`config.mk`:
```
export PLATFORM = sky130hd
export DESIGN_NAME = i2c_rate_calc
export DESIGN_NICKNAME = d
export VERILOG_FILES = /design/src/rtl/i2c_rate_pkg.sv /design/src/rtl/rate_divider.sv /design/src/rtl/prescale_search.sv /design/src/rtl/i2c_rate_calc.sv
export SDC_FILE = /design/constraint.sdc
export NUM_CORES = 1
export LEC_CHECK = 0
export ABC_AREA = 0
export BUFFER_PORTS_ARGS = -buffer_cell sky130_fd_sc_hd__buf_4
export CAP_MARGIN = 0
export CORE_MARGIN = 1.5
export CORE_UTILIZATION = 55
export CTS_CLUSTER_SIZE = 28
export DETAILED_ROUTE_END_ITERATION = 8
export GPL_ROUTABILITY_DRIVEN = 0
export PLACE_DENSITY_LB_ADDON = 0.3
export SYNTH_ARGS = -nofsm -noshare
export SYNTH_HDL_FRONTEND = slang
export SYNTH_HIERARCHICAL = 1
export SYNTH_SLANG_ARGS = --single-unit
```
`constraint.sdc`:
```
create_clock -name clk -period 2.5 [get_ports clk]
set_input_delay 0.375 -clock clk [delete_from_list [all_inputs] [get_ports clk]]
set_output_delay 0.375 -clock clk [all_outputs]
set_load 0.01 [all_outputs]
```
`src/rtl/i2c_rate_pkg.sv`:
```
// Package: shared types and constants of the bit-rate calculator.
// Assumes: imported by every module of the calculator.
package i2c_rate_pkg;

    // Fixed SCL overhead, in system clocks, subtracted from the ratio.
    localparam int unsigned SCL_OVERHEAD = 16;

    typedef enum logic [1:0] {
        CALC_IDLE   = 2'd0,
        CALC_DIVIDE = 2'd1,
        CALC_SEARCH = 2'd2
    } calc_state_e;

endpackage

```
`src/rtl/rate_divider.sv`:
```
// Module: restoring unsigned divider that makes one quotient bit per cycle.
// Assumes: the divisor is nonzero (the caller filters a zero divisor).
// The quotient is valid in the cycle where done_o is high, and it holds
// until the next start.
module rate_divider #(
    parameter int unsigned NUM_W = 32,
    parameter int unsigned DEN_W = 32
) (
    input  logic             clk,
    input  logic             rst_n,
    input  logic             start_i,
    input  logic [NUM_W-1:0] num_i,
    input  logic [DEN_W-1:0] den_i,
    output logic             busy_o,
    output logic             done_o,
    output logic [NUM_W-1:0] quot_o
);
    localparam int unsigned CNT_W = $clog2(NUM_W + 1);

    logic [NUM_W-1:0] num_q;
    logic [DEN_W-1:0] den_q;
    logic [DEN_W-1:0] rem_q;
    logic [CNT_W-1:0] cnt_q;
    logic             busy_q;
    logic             done_q;
    logic [DEN_W:0]   trial;
    logic [DEN_W:0]   diff;
    logic             fits;
    logic             unused_diff_msb;

    // Purpose: form the shifted partial remainder and compare it with the divisor.
    always_comb begin
        trial = {rem_q, num_q[NUM_W-1]};
        diff  = trial - {1'b0, den_q};
        fits  = (trial >= {1'b0, den_q});
    end
    assign unused_diff_msb = diff[DEN_W];

    // Purpose: load the operands, then shift one quotient bit per cycle.
    always_ff @(posedge clk) begin
        if (!rst_n) begin
            num_q  <= '0;
            den_q  <= '0;
            rem_q  <= '0;
            cnt_q  <= '0;
            busy_q <= 1'b0;
            done_q <= 1'b0;
        end else begin
            done_q <= 1'b0;
            if (start_i && !busy_q) begin
                num_q  <= num_i;
                den_q  <= den_i;
                rem_q  <= '0;
                cnt_q  <= CNT_W'(NUM_W);
                busy_q <= 1'b1;
            end else if (busy_q) begin
                rem_q <= fits ? diff[DEN_W-1:0] : trial[DEN_W-1:0];
                num_q <= {num_q[NUM_W-2:0], fits};
                cnt_q <= cnt_q - 1'b1;
                if (cnt_q == CNT_W'(1)) begin
                    busy_q <= 1'b0;
                    done_q <= 1'b1;
                end
            end
        end
    end

    assign busy_o = busy_q;
    assign done_o = done_q;
    assign quot_o = num_q;

    // a running division always has steps left to do.
    a_r3_div_steps_left: assert property (@(posedge clk) disable iff (!rst_n)
        busy_q |-> (cnt_q != '0));

    // the divider ends one step after its count reaches one.
    a_r3_div_finishes: assert property (@(posedge clk) disable iff (!rst_n)
        (busy_q && cnt_q == CNT_W'(1)) |=> (done_q && !busy_q));

endmodule

```
`src/rtl/prescale_search.sv`:
```
// Module: tries the prescaler exponents in ascending order, one per cycle,
// dividing the value by four between tries, and saturates at the largest
// exponent.
// Assumes: VAL_W is wider than RATE_W.
module prescale_search #(
    parameter int unsigned VAL_W  = 32,
    parameter int unsigned RATE_W = 8,
    parameter int unsigned PRE_W  = 2
) (
    input  logic              clk,
    input  logic              rst_n,
    input  logic              start_i,
    input  logic [VAL_W-1:0]  value_i,
    output logic              done_o,
    output logic [RATE_W-1:0] rate_o,
    output logic [PRE_W-1:0]  pre_o
);
    localparam logic [RATE_W-1:0] RATE_MAX = {RATE_W{1'b1}};
    localparam logic [PRE_W-1:0]  PRE_MAX  = {PRE_W{1'b1}};
    localparam logic [VAL_W-1:0]  FIT_MAX  = VAL_W'(RATE_MAX);

    logic [VAL_W-1:0]  cur_q;
    logic [PRE_W-1:0]  exp_q;
    logic              busy_q;
    logic              done_q;
    logic [RATE_W-1:0] rate_q;
    logic [PRE_W-1:0]  pre_q;
    logic              fits;

    // Purpose: decide whether the current value fits in the rate field.
    always_comb fits = (cur_q <= FIT_MAX);

    // Purpose: step through the exponents until one fits or none are left.
    always_ff @(posedge clk) begin
        if (!rst_n) begin
            cur_q  <= '0;
            exp_q  <= '0;
            busy_q <= 1'b0;
            done_q <= 1'b0;
            rate_q <= '0;
            pre_q  <= '0;
        end else begin
            done_q <= 1'b0;
            if (start_i && !busy_q) begin
                cur_q  <= value_i;
                exp_q  <= '0;
                busy_q <= 1'b1;
            end else if (busy_q) begin
                if (fits) begin
                    rate_q <= cur_q[RATE_W-1:0];
                    pre_q  <= exp_q;
                    busy_q <= 1'b0;
                    done_q <= 1'b1;
                end else if (exp_q == PRE_MAX) begin
                    rate_q <= RATE_MAX;
                    pre_q  <= PRE_MAX;
                    busy_q <= 1'b0;
                    done_q <= 1'b1;
                end else begin
                    cur_q <= cur_q >> 2;
                    exp_q <= exp_q + 1'b1;
                end
            end
        end
    end

    assign done_o = done_q;
    assign rate_o = rate_q;
    assign pre_o  = pre_q;

    // a value that fits ends the search with the exponent being tried.
    a_r4_first_fit_wins: assert property (@(posedge clk) disable iff (!rst_n)
        (busy_q && fits) |=> (done_q && pre_q == $past(exp_q)));

    // running out of exponents gives the slowest setting.
    a_r5_saturates: assert property (@(posedge clk) disable iff (!rst_n)
        (busy_q && !fits && exp_q == PRE_MAX) |=> (rate_q == RATE_MAX && pre_q == PRE_MAX));

endmodule

```
`src/rtl/i2c_rate_calc.sv`:
```
// Module: top of the I2C bit-rate calculator. It sequences the divider and
// the prescaler search, handles a zero bus frequency, and holds the result.
// Assumes: start_i is a pulse. A start while busy is ignored.
module i2c_rate_calc
    import i2c_rate_pkg::*;
#(
    parameter int unsigned SYS_W  = 32,
    parameter int unsigned REQ_W  = 32,
    parameter int unsigned RATE_W = 8,
    parameter int unsigned PRE_W  = 2
) (
    input  logic              clk,
    input  logic              rst_n,
    input  logic              start_i,
    input  logic [SYS_W-1:0]  sys_freq_i,
    input  logic [REQ_W-1:0]  bus_freq_i,
    output logic              busy_o,
    output logic              done_o,
    output logic [RATE_W-1:0] rate_o,
    output logic [PRE_W-1:0]  prescale_o,
    output logic              zero_req_o
);
    localparam logic [SYS_W-1:0]  OVERHEAD = SYS_W'(SCL_OVERHEAD);
    localparam logic [RATE_W-1:0] RATE_MAX = {RATE_W{1'b1}};
    localparam logic [PRE_W-1:0]  PRE_MAX  = {PRE_W{1'b1}};

    calc_state_e       state_q;
    logic              done_q;
    logic              zero_q;
    logic [RATE_W-1:0] rate_q;
    logic [PRE_W-1:0]  pre_q;
    logic              accept;
    logic              div_start;
    logic              div_busy;
    logic              div_done;
    logic [SYS_W-1:0]  div_quot;
    logic [SYS_W-1:0]  base_val;
    logic              srch_done;
    logic [RATE_W-1:0] srch_rate;
    logic [PRE_W-1:0]  srch_pre;
    logic              unused_div_busy;

    // Purpose: accept a request only while idle, and send nonzero ones to the divider.
    always_comb begin
        accept    = start_i && (state_q == CALC_IDLE);
        div_start = accept && (bus_freq_i != '0);
    end

    // Purpose: subtract the overhead from the quotient and halve it, clamping at zero.
    always_comb begin
        if (div_quot < OVERHEAD) base_val = '0;
        else                     base_val = (div_quot - OVERHEAD) >> 1;
    end

    rate_divider #(
        .NUM_W (SYS_W),
        .DEN_W (REQ_W)
    ) u_div (
        .clk     (clk),
        .rst_n   (rst_n),
        .start_i (div_start),
        .num_i   (sys_freq_i),
        .den_i   (bus_freq_i),
        .busy_o  (div_busy),
        .done_o  (div_done),
        .quot_o  (div_quot)
    );
    assign unused_div_busy = div_busy;

    prescale_search #(
        .VAL_W  (SYS_W),
        .RATE_W (RATE_W),
        .PRE_W  (PRE_W)
    ) u_search (
        .clk     (clk),
        .rst_n   (rst_n),
        .start_i (div_done),
        .value_i (base_val),
        .done_o  (srch_done),
        .rate_o  (srch_rate),
        .pre_o   (srch_pre)
    );

    // Purpose: control sequencing, capture the result and make the done pulse.
    always_ff @(posedge clk) begin
        if (!rst_n) begin
            state_q <= CALC_IDLE;
            done_q  <= 1'b0;
            zero_q  <= 1'b0;
            rate_q  <= '0;
            pre_q   <= '0;
        end else begin
            done_q <= 1'b0;
            unique case (state_q)
                CALC_IDLE: begin
                    if (accept && bus_freq_i == '0) begin
                        rate_q <= RATE_MAX;
                        pre_q  <= PRE_MAX;
                        zero_q <= 1'b1;
                        done_q <= 1'b1;
                    end else if (accept) begin
                        state_q <= CALC_DIVIDE;
                    end
                end
                CALC_DIVIDE: begin
                    if (div_done) state_q <= CALC_SEARCH;
                end
                CALC_SEARCH: begin
                    if (srch_done) begin
                        rate_q  <= srch_rate;
                        pre_q   <= srch_pre;
                        zero_q  <= 1'b0;
                        done_q  <= 1'b1;
                        state_q <= CALC_IDLE;
                    end
                end
                default: state_q <= CALC_IDLE;
            endcase
        end
    end

    assign busy_o     = (state_q != CALC_IDLE);
    assign done_o     = done_q;
    assign rate_o     = rate_q;
    assign prescale_o = pre_q;
    assign zero_req_o = zero_q;

    // done lasts a single cycle.
    a_r7_done_single: assert property (@(posedge clk) disable iff (!rst_n)
        done_o |=> !done_o);

    // done is never raised while the block is busy.
    a_r7_done_not_busy: assert property (@(posedge clk) disable iff (!rst_n)
        done_o |-> !busy_o);

    // the result outputs hold except in a done cycle.
    a_r7_outputs_hold: assert property (@(posedge clk) disable iff (!rst_n)
        !done_o |-> ($stable(rate_o) && $stable(prescale_o) && $stable(zero_req_o)));

    // a zero request always reports the slowest setting.
    a_r6_zero_slowest: assert property (@(posedge clk) disable iff (!rst_n)
        (done_o && zero_req_o) |-> (rate_o == RATE_MAX && prescale_o == PRE_MAX));

    // a zero request finishes in the next cycle without going busy.
    a_r6_zero_immediate: assert property (@(posedge clk) disable iff (!rst_n)
        (accept && bus_freq_i == '0) |=> (done_o && !busy_o));

endmodule

```
==> qor.yml, run 1 <==
outcome:
  outcome: "finished, violations left"
  violations: "DRC, setup timing"
global_routing:
  antenna_found_initial: 0
  grt_pass1_vias: 9272
  overflow: 0
  gr-usage-all-layers_pct: 31.0
  grt_start_max_net_pins: 66
  grt_pass1_wl_mm: 45.3
setup_path:
  slowest_stage: "o41a_1"
  rr_endpoint: "u_div/rem_q[16]"
  end_kind: "register"
  critPathLaunchType: "register"
  reg2reg_depth: 11
  arrival_ps: 3180
  r2r-start: "u_div/den_q[9]"
  crit_type: "reg -> reg"
  crit_fanout: 6
  max_stage_delay_ps: 470
  worstPathRequired_ps: 2870
  crit_top_cell: "and3_4"
  r2r_setup_slack_ps: -320
  cp_cell_sequence: "inv_1 -> ha_1 -> and4_1 -> nand2_1 -> o41a_1 -> and3_4 -> and3_4 -> nor3_4 -> buf_4 -> nand3b_1 -> a21oi_2"
hold_path:
  min_to: "u_div/den_q[27]"
  hold_start: "bus_freq_i[27]"
  hp-class: "in -> reg"
  hold_path_depth: 3
die:
  fp.coreArea_um2: 16700
  chipHeight_um: 134
  rows: 47
  die_area_um2: 18000
  fp.dieW_um: 134
  start_util_pct: 56.7
  io_pins: 80
clock_network:
  clk_pin_slew_ps: 70
  clock_sinks: 164
  clock_latency_ps: 430
  cts_tree: "done"
  root_buffer: "clkbuf_16"
  cts_buffer_depth: 2
  cts_buffers: 17
  h-tree-depth: 4
logic_synthesis:
  synth_nets: 1295
  ys_types: 73
  seq_area_frac_synth_pct: 34.7
  synth_top_area_cell: "dfxtp_1"
  ys_top_cells_by_area: "dfxtp_1 (35%), a21oi_1 (6.1%), nand2_1 (5.8%)"
  netlist.area_leader.share_pct: 34.7
  ys.flop_type: "dfxtp_1"
  yosys_warnings: 6
  netlist_instances: 1191
  syn_area_per_cell_um2: 7.95
  synth_seq_cells: 164
  async_reset_ff_share_pct: 0
  synth_edf_count: 0
  syn_area_um2: 9470
final_layout:
  nets: 1478
  antenna_cells: 0
  utilization_pct: 74.6
  design_area_um2: 12500
  drive_gt1_share_pct: 28.4
  area_growth_pct: 31.5
sta:
  slew_viol_final: 0
  tightest_slew_ps: 625
  period_needed_ps: 2820
  setup_tns_ps: -4980
  final.period_utilization_pct: 113
  setup_ws_ps: -315
  fmax_ghz: 0.355
  finalSetupViolations: 34
  finalHoldViolations: 0
  relSlewSlack_pct: 58.3
  finClkSkew_ps: 9.29
  rsz0062_at_grt: "true"
job:
  maxCapViolations: 0
drt:
  vias: 9788
  drc_errors: 1
  drt_first_pass_iters: 8
  routed_wl_mm: 28.8
  drt_iter0_markers: 1185
  viasPerCell: 6.09
  detail_route.wl_per_cell_um: 17.9
  ant_nets: 0
power:
  power-per-cell-area_nw_per_um2: 877
  finalPower_mw: 10.9
  peakVddDrop_mv: 0.751
  leakage_nw: 5.24
place:
  dpl_worst_slack_ps: -321
  hpwl_mm: 19.1
  io_buffers: 79
  placed_cell_area_um2: 11300
-- layout make-up --
class / count / area, µm²
timing repair buffer: 238 / 1920
fill: 1209 / 4240
tap: 220 / 275
inverter: 50 / 188
clock inverter: 13 / 180
multi-input combinational: 903 / 6150
clock buffer: 18 / 450
sequential: 164 / 3300
-- how the worst max path moves through the flow --
stage               startpoint               to  slack, ps  depth (start not counted)
4_1_cts         u_div/den_q[3]  u_div/rem_q[25]       -160                         10
6_report        u_div/den_q[9]  u_div/rem_q[16]       -320                         11
3_3_place_gp   u_div/den_q[31]  u_div/rem_q[27]       -220                         10
5_1_grt         u_div/den_q[3]  u_div/rem_q[16]       -370                         11
2_1_floorplan  u_div/den_q[27]   u_div/rem_q[6]       -210                         12
3_5_place_dp   u_div/den_q[26]  u_div/rem_q[31]       -320                         10
-- report_power, final --
| group | leakage [nW] | switching [mW] | internal (mW) | total (mW) |
|---|---|---|---|---|
| clock | 0.309 | 1.18 | 1.66 | 2.85 |
| sequential | 1.34 | 0.156 | 2.77 | 2.92 |
| combinational | 3.60 | 2.64 | 2.52 | 5.16 |
-- through the flow --
| step | instances | hold WS (ps) |
|---|---|---|
| after floorplan | 1191 | 435 |
| after global placement | 1563 | 441 |
| after detailed placement | 1563 | 446 |
| after CTS | 1601 | 180 |
| after global routing | 1606 | 196 |
| final | 1606 | 193 |
-- cell families after synthesis --
group	share of synthesized area (%)
muxes	5.69
other	0.0396
buffers and inverters	5.39
xor gates and xnor gates	3.24
and+or+nand+nor	21.8
AOI/OAI and AO/OA	24.3
DFF	34.7
adders and majority gates	4.97
-- cells in the final DEF (no fill, tap or decap), types with 11 or more instances in the layout --
cell,count
inv_1,44
buf_4,223
ha_4,12
o21ai_0,35
nand3_1,18
o221a_2,19
a22oi_1,24
mux2i_1,44
a21boi_0,21
xnor2_1,21
dfxtp_1,153
nor2_1,124
a21o_1,20
a21oi_2,11
xor2_1,14
nand2_1,146
nor2b_1,18
ha_1,23
nor3_1,19
nor4_1,22
a21oi_1,105
a211oi_1,16
clkbuf_16,18
-- registers in the layout, summed over array words and instances (netlist names) --
signal	count
prescale_o	2
u_search/cur_q	32
done_o	1
state_q	2
u_search/busy_q	1
u_search/rate_o	8
u_div/busy_o	1
u_search/pre_o	2
u_search/exp_q	2
u_div/quot_o	32
zero_req_o	1
u_div/den_q	32
u_div/cnt_q	6
u_div/done_o	1
u_div/rem_q	32
rate_o	8
u_search/done_o	1
-- synthesized netlist by cell type (all sizes together) (20+ instances only) --
cell and count:
dfxtp 164, nand2 149, nor2 124, a21oi 116, clkbuf 54, inv 50
o21ai 49, mux2i 46, ha 36, a21boi 29, nor3 26, a22oi 25
nor4 25, nand3 22, nor2b 22, xnor2 21, a21o 20, buf 20
o221a 20
-- worst max-delay path: cells and delay by family (launching register included) --
family | cells | cell delay (ps)
buffers and inverters | 2 | 230
and+or+nand+nor | 6 | 1180
AOI/OAI and AO/OA | 2 | 610
DFF | 1 | 320
adders and majority gates | 1 | 420
-- routing by layer --
layer	track usage, %	wire length (µm)
met1	41.2	12500
met2	50.7	13500
met3	5.03	2030
met4	11.4	780
met5	0	0
-- repair_timing --
item,4_1_cts,5_1_grt
setup buffers,5,7
pin swaps,23,20
endpoints found under the setup margin,33,59
gates cloned,2,0
gates resized for setup,46,50
hold buffers,0,0
Note: power is estimated with default switching activity, not from simulation.
==> inputs of run 2 (changes only) <==
- MAX_ROUTING_LAYER: not set -> met4
- REMOVE_ABC_BUFFERS: not set -> 1
==> run 2 against run 1 <==
The run ends with setup timing left; sequential power hardly changed; utilization up 1.3 points; final area increased by 1.8%; sequential share of layout area shrank 0.44 points; setup slack improved by 66 ps; critical path type unchanged.
==> qor.yml, run 2 (same netlist as run 1, synthesis figures left out) <==
outcome:
  outcome: "finished, violations left"
  violations: "setup timing"
hold_path:
  min_to: "u_div/den_q[9]"
  hp-class: "in -> reg"
  hold_start: "bus_freq_i[9]"
  hold_path_depth: 3
drt:
  drc_errors: 0
  drt_first_pass_iters: 6
  vias: 10100
  viasPerCell: 6.25
  detail_route.wl_per_cell_um: 18.4
  ant_nets: 0
  drt_iter0_markers: 1320
  routed_wl_mm: 29.7
final_layout:
  design_area_um2: 12700
  layout_commonest_cell: "buf_4"
  area_growth_pct: 33.9
  layoutNonFillerInstCount: 1610
  fill_cells: 1140
  antenna_cells: 0
  mostFrequentLayoutCells: "buf_4 (224), dfxtp_1 (151), nand2_1 (143), nor2_1 (120), a21oi_1 (102)"
  nets: 1481
  drive_gt1_share_pct: 31.9
clock_network:
  h-tree-depth: 4
  clock_latency_ps: 440
  cts_buffers: 17
  clock_sinks: 164
  cts_buffer_depth: 2
  clk_pin_slew_ps: 70
  root_buffer: "clkbuf_16"
  cts_tree: "done"
setup_path:
  cp_cell_sequence: "ha_4 -> nand3_2 -> or4_4 -> o41a_1 -> buf_4 -> o21a_4 -> buf_6 -> nor4_4 -> a21oi_1 -> a211oi_2"
  crit_type: "reg -> reg"
  rr_endpoint: "u_div/rem_q[2]"
  worstPathRequired_ps: 2850
  critPathLaunchType: "register"
  arrival_ps: 3100
  reg2reg_depth: 10
  crit_fanout: 5
  r2r_setup_slack_ps: -250
  critical_path.top_delay_family: "simple AND/OR/NAND/NOR gates"
  r2r-start: "u_div/rem_q[29]"
  max_stage_delay_ps: 540
  critPathBufInv: 2
  end_kind: "register"
  slowest_stage: "or4_4"
global_routing:
  grt_pass1_wl_mm: 44.1
  overflow: 0
  gr-usage-all-layers_pct: 31.2
  antenna_found_initial: 0
  grt_pass1_vias: 9052
  grt_start_max_net_pins: 60
die:
  io_pins: 80
  chipHeight_um: 134
  start_util_pct: 56.7
  die_area_um2: 18000
  fp.dieW_um: 134
  fp.coreArea_um2: 16700
  rows: 47
sta:
  period_needed_ps: 2750
  relSlewSlack_pct: 53.3
  slew_viol_final: 0
  rsz0062_at_grt: "true"
  final.period_utilization_pct: 110
  setup_ws_ps: -249
  finalSetupViolations: 41
  fmax_ghz: 0.364
  finClkSkew_ps: 9.52
  tightest_slew_ps: 698
  holdWs_ps: 183
  finalHoldViolations: 0
job:
  maxCapViolations: 0
power:
  finalPower_mw: 11.0
  peakVddDrop_mv: 0.606
  leakage_nw: 5.30
  power-per-cell-area_nw_per_um2: 866
place:
  dpl_worst_slack_ps: -247
  io_buffers: 79
  hpwl_mm: 18.6
  placed_cell_area_um2: 11200
  place_inst: 1564
run 2: area by class of cell:
cell class	count	area (µm²)	area share [%]
clock buffers	17	425	3.35
clock inverters	15	181	1.43
inverters	50	188	1.48
multi-input cells	905	6380	50.3
flip-flops and latches	164	3300	26.0
well taps	220	275	2.17
repair buffers	239	1930	15.3
run 2: worst max path at each step:
stage / start / to / slack [ps] / cells past startpoint
4_1_cts: u_div/den_q[28] / u_div/rem_q[28] / -180 / 11
6_report: u_div/rem_q[29] / u_div/rem_q[2] / -250 / 10
3_3_place_gp: u_div/den_q[26] / u_div/rem_q[21] / -180 / 11
2_1_floorplan: u_div/busy_o / u_div/cnt_q[1] / -2210 / 4
3_5_place_dp: u_div/den_q[28] / u_div/rem_q[11] / -250 / 11
5_1_grt: u_div/den_q[31] / u_div/rem_q[1] / -280 / 12
run 2: repair_timing:
action,CTS,global route
endpoints found under the setup margin,54,51
buffers inserted,3,7
hold buffers,0,0
resized for setup,55,126
cloned,2,2
pin swaps,38,45
run 2: layer usage:
metal / part of all wire [%] / wire (µm) / track usage (%) / vias to the layer above
met3: 8.6 / 2560 / 5.37 / 90
li1: - / - / - / 4647
met1: 42 / 12500 / 41.7 / 4779
met4: 2.4 / 698 / 10.2 / 0
met2: 47 / 14000 / 47.8 / 551
met5: 0 / 0 / - / -
run 2: report_power, final:
group	switching, mW	internal, mW	total (mW)	leakage [nW]
clock	1.28	1.35	2.64	0.289
combinational	2.80	2.63	5.42	3.67
sequential	0.152	2.77	2.92	1.34
total	4.23	6.75	11.0	5.30
run 2: stage by stage:
step	util [%]	setup TNS (ps)
2_1_floorplan	-	-141090
3_3_place_gp	66.9	-4850
3_5_place_dp	66.9	-6830
4_1_cts	72.6	-4430
5_1_grt	75.9	-7730
6_report	75.9	-5210
run 2: worst reg2reg max path: stages, from the launching register on:
cell      delay [ps]
dfxtp_1          370
ha_4             300
nand3_2           90
or4_4            540
o41a_1           350
buf_4            170
o21a_4           120
buf_6            140
nor4_4           250
a21oi_1           90
a211oi_2         240
==> inputs of run 3 (changes only) <==
- CORE_UTILIZATION: 55 -> 50
- GPL_TIMING_DRIVEN: not set -> 0
==> run 3 against run 2 <==
The flow still finishes with violations (setup timing); hold slack improved by 11 ps; total power shrank 2.6%; first-iteration DRC count fell by 11%; routed wire length shrank 7.9%; register-to-register slack hardly changed; final area decreased by 3.5%; via count decreased by 6.6%.
==> qor.yml, run 3 (same netlist as run 1, synthesis figures left out) <==
final_layout:
  mostFrequentLayoutCells: "dfxtp_1 (145), nand2_1 (144), buf_4 (126), nor2_1 (118), a21oi_1 (105)"
  layoutNonFillerInstCount: 1538
  antenna_cells: 0
  seqCellArea_um2: 3320
  design_area_um2: 12200
  fill_cells: 1484
  area_growth_pct: 29.2
  nets: 1395
  utilization_pct: 65.7
  drive_gt1_share_pct: 28.5
  layout_commonest_cell: "dfxtp_1"
  multi_input_area_um2: 6570
place:
  placed_cell_area_um2: 10200
  place_inst: 1435
  hpwl_mm: 15.5
  io_buffers: 79
drt:
  highest_layer: "met4"
  ant_nets: 0
  routed_wl_mm: 27.3
  vias: 9399
  wl_met1_mm: 12.4
  drt_first_pass_iters: 6
  drt_iter0_markers: 1169
  wl_met2_mm: 12.7
  met3WireLength_mm: 1.72
  viasPerCell: 6.11
  drc_errors: 0
  detail_route.wl_per_cell_um: 17.8
sta:
  slew_viol_final: 0
  period_needed_ps: 2750
  fmax_ghz: 0.363
  setup_ws_ps: -254
  finalSetupViolations: 51
  final.period_utilization_pct: 110
  finalHoldViolations: 0
  rsz0062_at_grt: "true"
  finClkSkew_ps: 10.6
  relSlewSlack_pct: 23.9
  holdWs_ps: 194
  tightest_slew_ps: 1130
clock_network:
  cts_tree: "done"
  cts_buffer_depth: 2
  clk_pin_slew_ps: 70
  clock_latency_ps: 440
  clock_sinks: 164
  cts_buffers: 17
  h-tree-depth: 4
  root_buffer: "clkbuf_16"
  holdBufCountCts: 0
setup_path:
  slowest_stage: "o41a_1"
  r2r_setup_slack_ps: -250
  critical_path.top_delay_family: "compound AO/OA/AOI/OAI gates"
  worst-path-stages: 11
  startpoint: "u_div/den_q[24]"
  crit_type: "reg -> reg"
  worstPathRequired_ps: 2860
  rr_endpoint: "u_div/rem_q[16]"
  cp_cell_sequence: "inv_1 -> ha_2 -> and3_1 -> nand2_1 -> o41a_1 -> buf_4 -> o21a_2 -> nor3_4 -> buf_6 -> nand3b_1 -> a21oi_2"
  max_stage_delay_ps: 460
  arrival_ps: 3120
  critPathLaunchType: "register"
  critPathBufInv: 3
  end_kind: "register"
  r2r-start: "u_div/den_q[24]"
  reg2reg_depth: 11
  crit_fanout: 7
global_routing:
  grt_pass1_vias: 8210
  grt_start_max_net_pins: 93
  grt_pass1_wl_mm: 40.6
  overflow: 0
  gr-usage-all-layers_pct: 25.7
  antenna_found_initial: 0
hold_path:
  hold_start: "bus_freq_i[14]"
  min_to: "u_div/den_q[14]"
  hp-class: "in -> reg"
  hold_path_depth: 3
die:
  fp.dieW_um: 141
  fp.coreArea_um2: 18600
  die_area_um2: 19800
  rows: 50
  start_util_pct: 50.8
  chipHeight_um: 141
  io_pins: 80
outcome:
  violations: "setup timing"
  outcome: "finished, violations left"
power:
  leakage_nw: 4.92
  peakVddDrop_mv: 0.623
  power-per-cell-area_nw_per_um2: 874
job:
  maxCapViolations: 0
## run 3: cell count changes in the layout (fill, tap and decap cells not counted), sizes merged, moves of 2 or more
cell and delta:
clkinv -2, or4 -2, and3b +3, buf -90
nand2 +2
## run 3: layout make-up
class / count / share of cell area [%]
Clock inverter: 14 / 1.15
Inverter: 50 / 1.56
Tap cell: 234 / 2.39
Timing Repair Buffer: 149 / 10.6
Clock buffer: 18 / 3.51
Sequential cell: 164 / 27.1
Multi-Input combinational cell: 909 / 53.6
## run 3: report_power, final
group          internal [mW]  switching, mW  total [mW]
Sequential              2.77          0.187        2.96
Clock                   1.41           1.17        2.58
Combinational           2.40           2.76        5.16
Total                   6.58           4.12        10.7
## run 3: worst max-delay path by stage
stage                                 end  slack (ps)
after floorplan            u_div/cnt_q[1]       -2210
after global placement     u_div/rem_q[6]       -4730
after detailed placement   u_div/rem_q[6]       -2130
after CTS                  u_div/rem_q[6]        -280
after global routing      u_div/rem_q[16]        -340
final                     u_div/rem_q[16]        -250
## run 3: routing by layer
layer,up-vias,GRT usage (%)
li1,4484,-
met1,4471,35.1
met2,388,39.7
met3,56,3.97
met4,0,7.02
met5,-,-
## run 3: through the flow
stage / setup slack [ps] / setup TNS, ps / power, mW
after global routing: -339 / -10640 / 11.2
after global placement: -4730 / -375820 / 6.09
final: -254 / -5940 / 10.7
after detailed placement: -2130 / -115730 / 6.13
after floorplan: -2210 / -141090 / 5.38
after CTS: -282 / -6930 / 9.50
## run 3: timing repair
action / 4_1_cts / 5_1_grt
resized for setup: 77 / 153
hold endpoints to repair: 0 / 0
pin swaps: 38 / 56
endpoints found under the setup margin: 110 / 103
cloned: 2 / 4
setup buffers: 24 / 41
## run 3: worst min-delay path: stages
cell	delay, ps
buf_4	110
nand2_1	50
a21oi_1	50
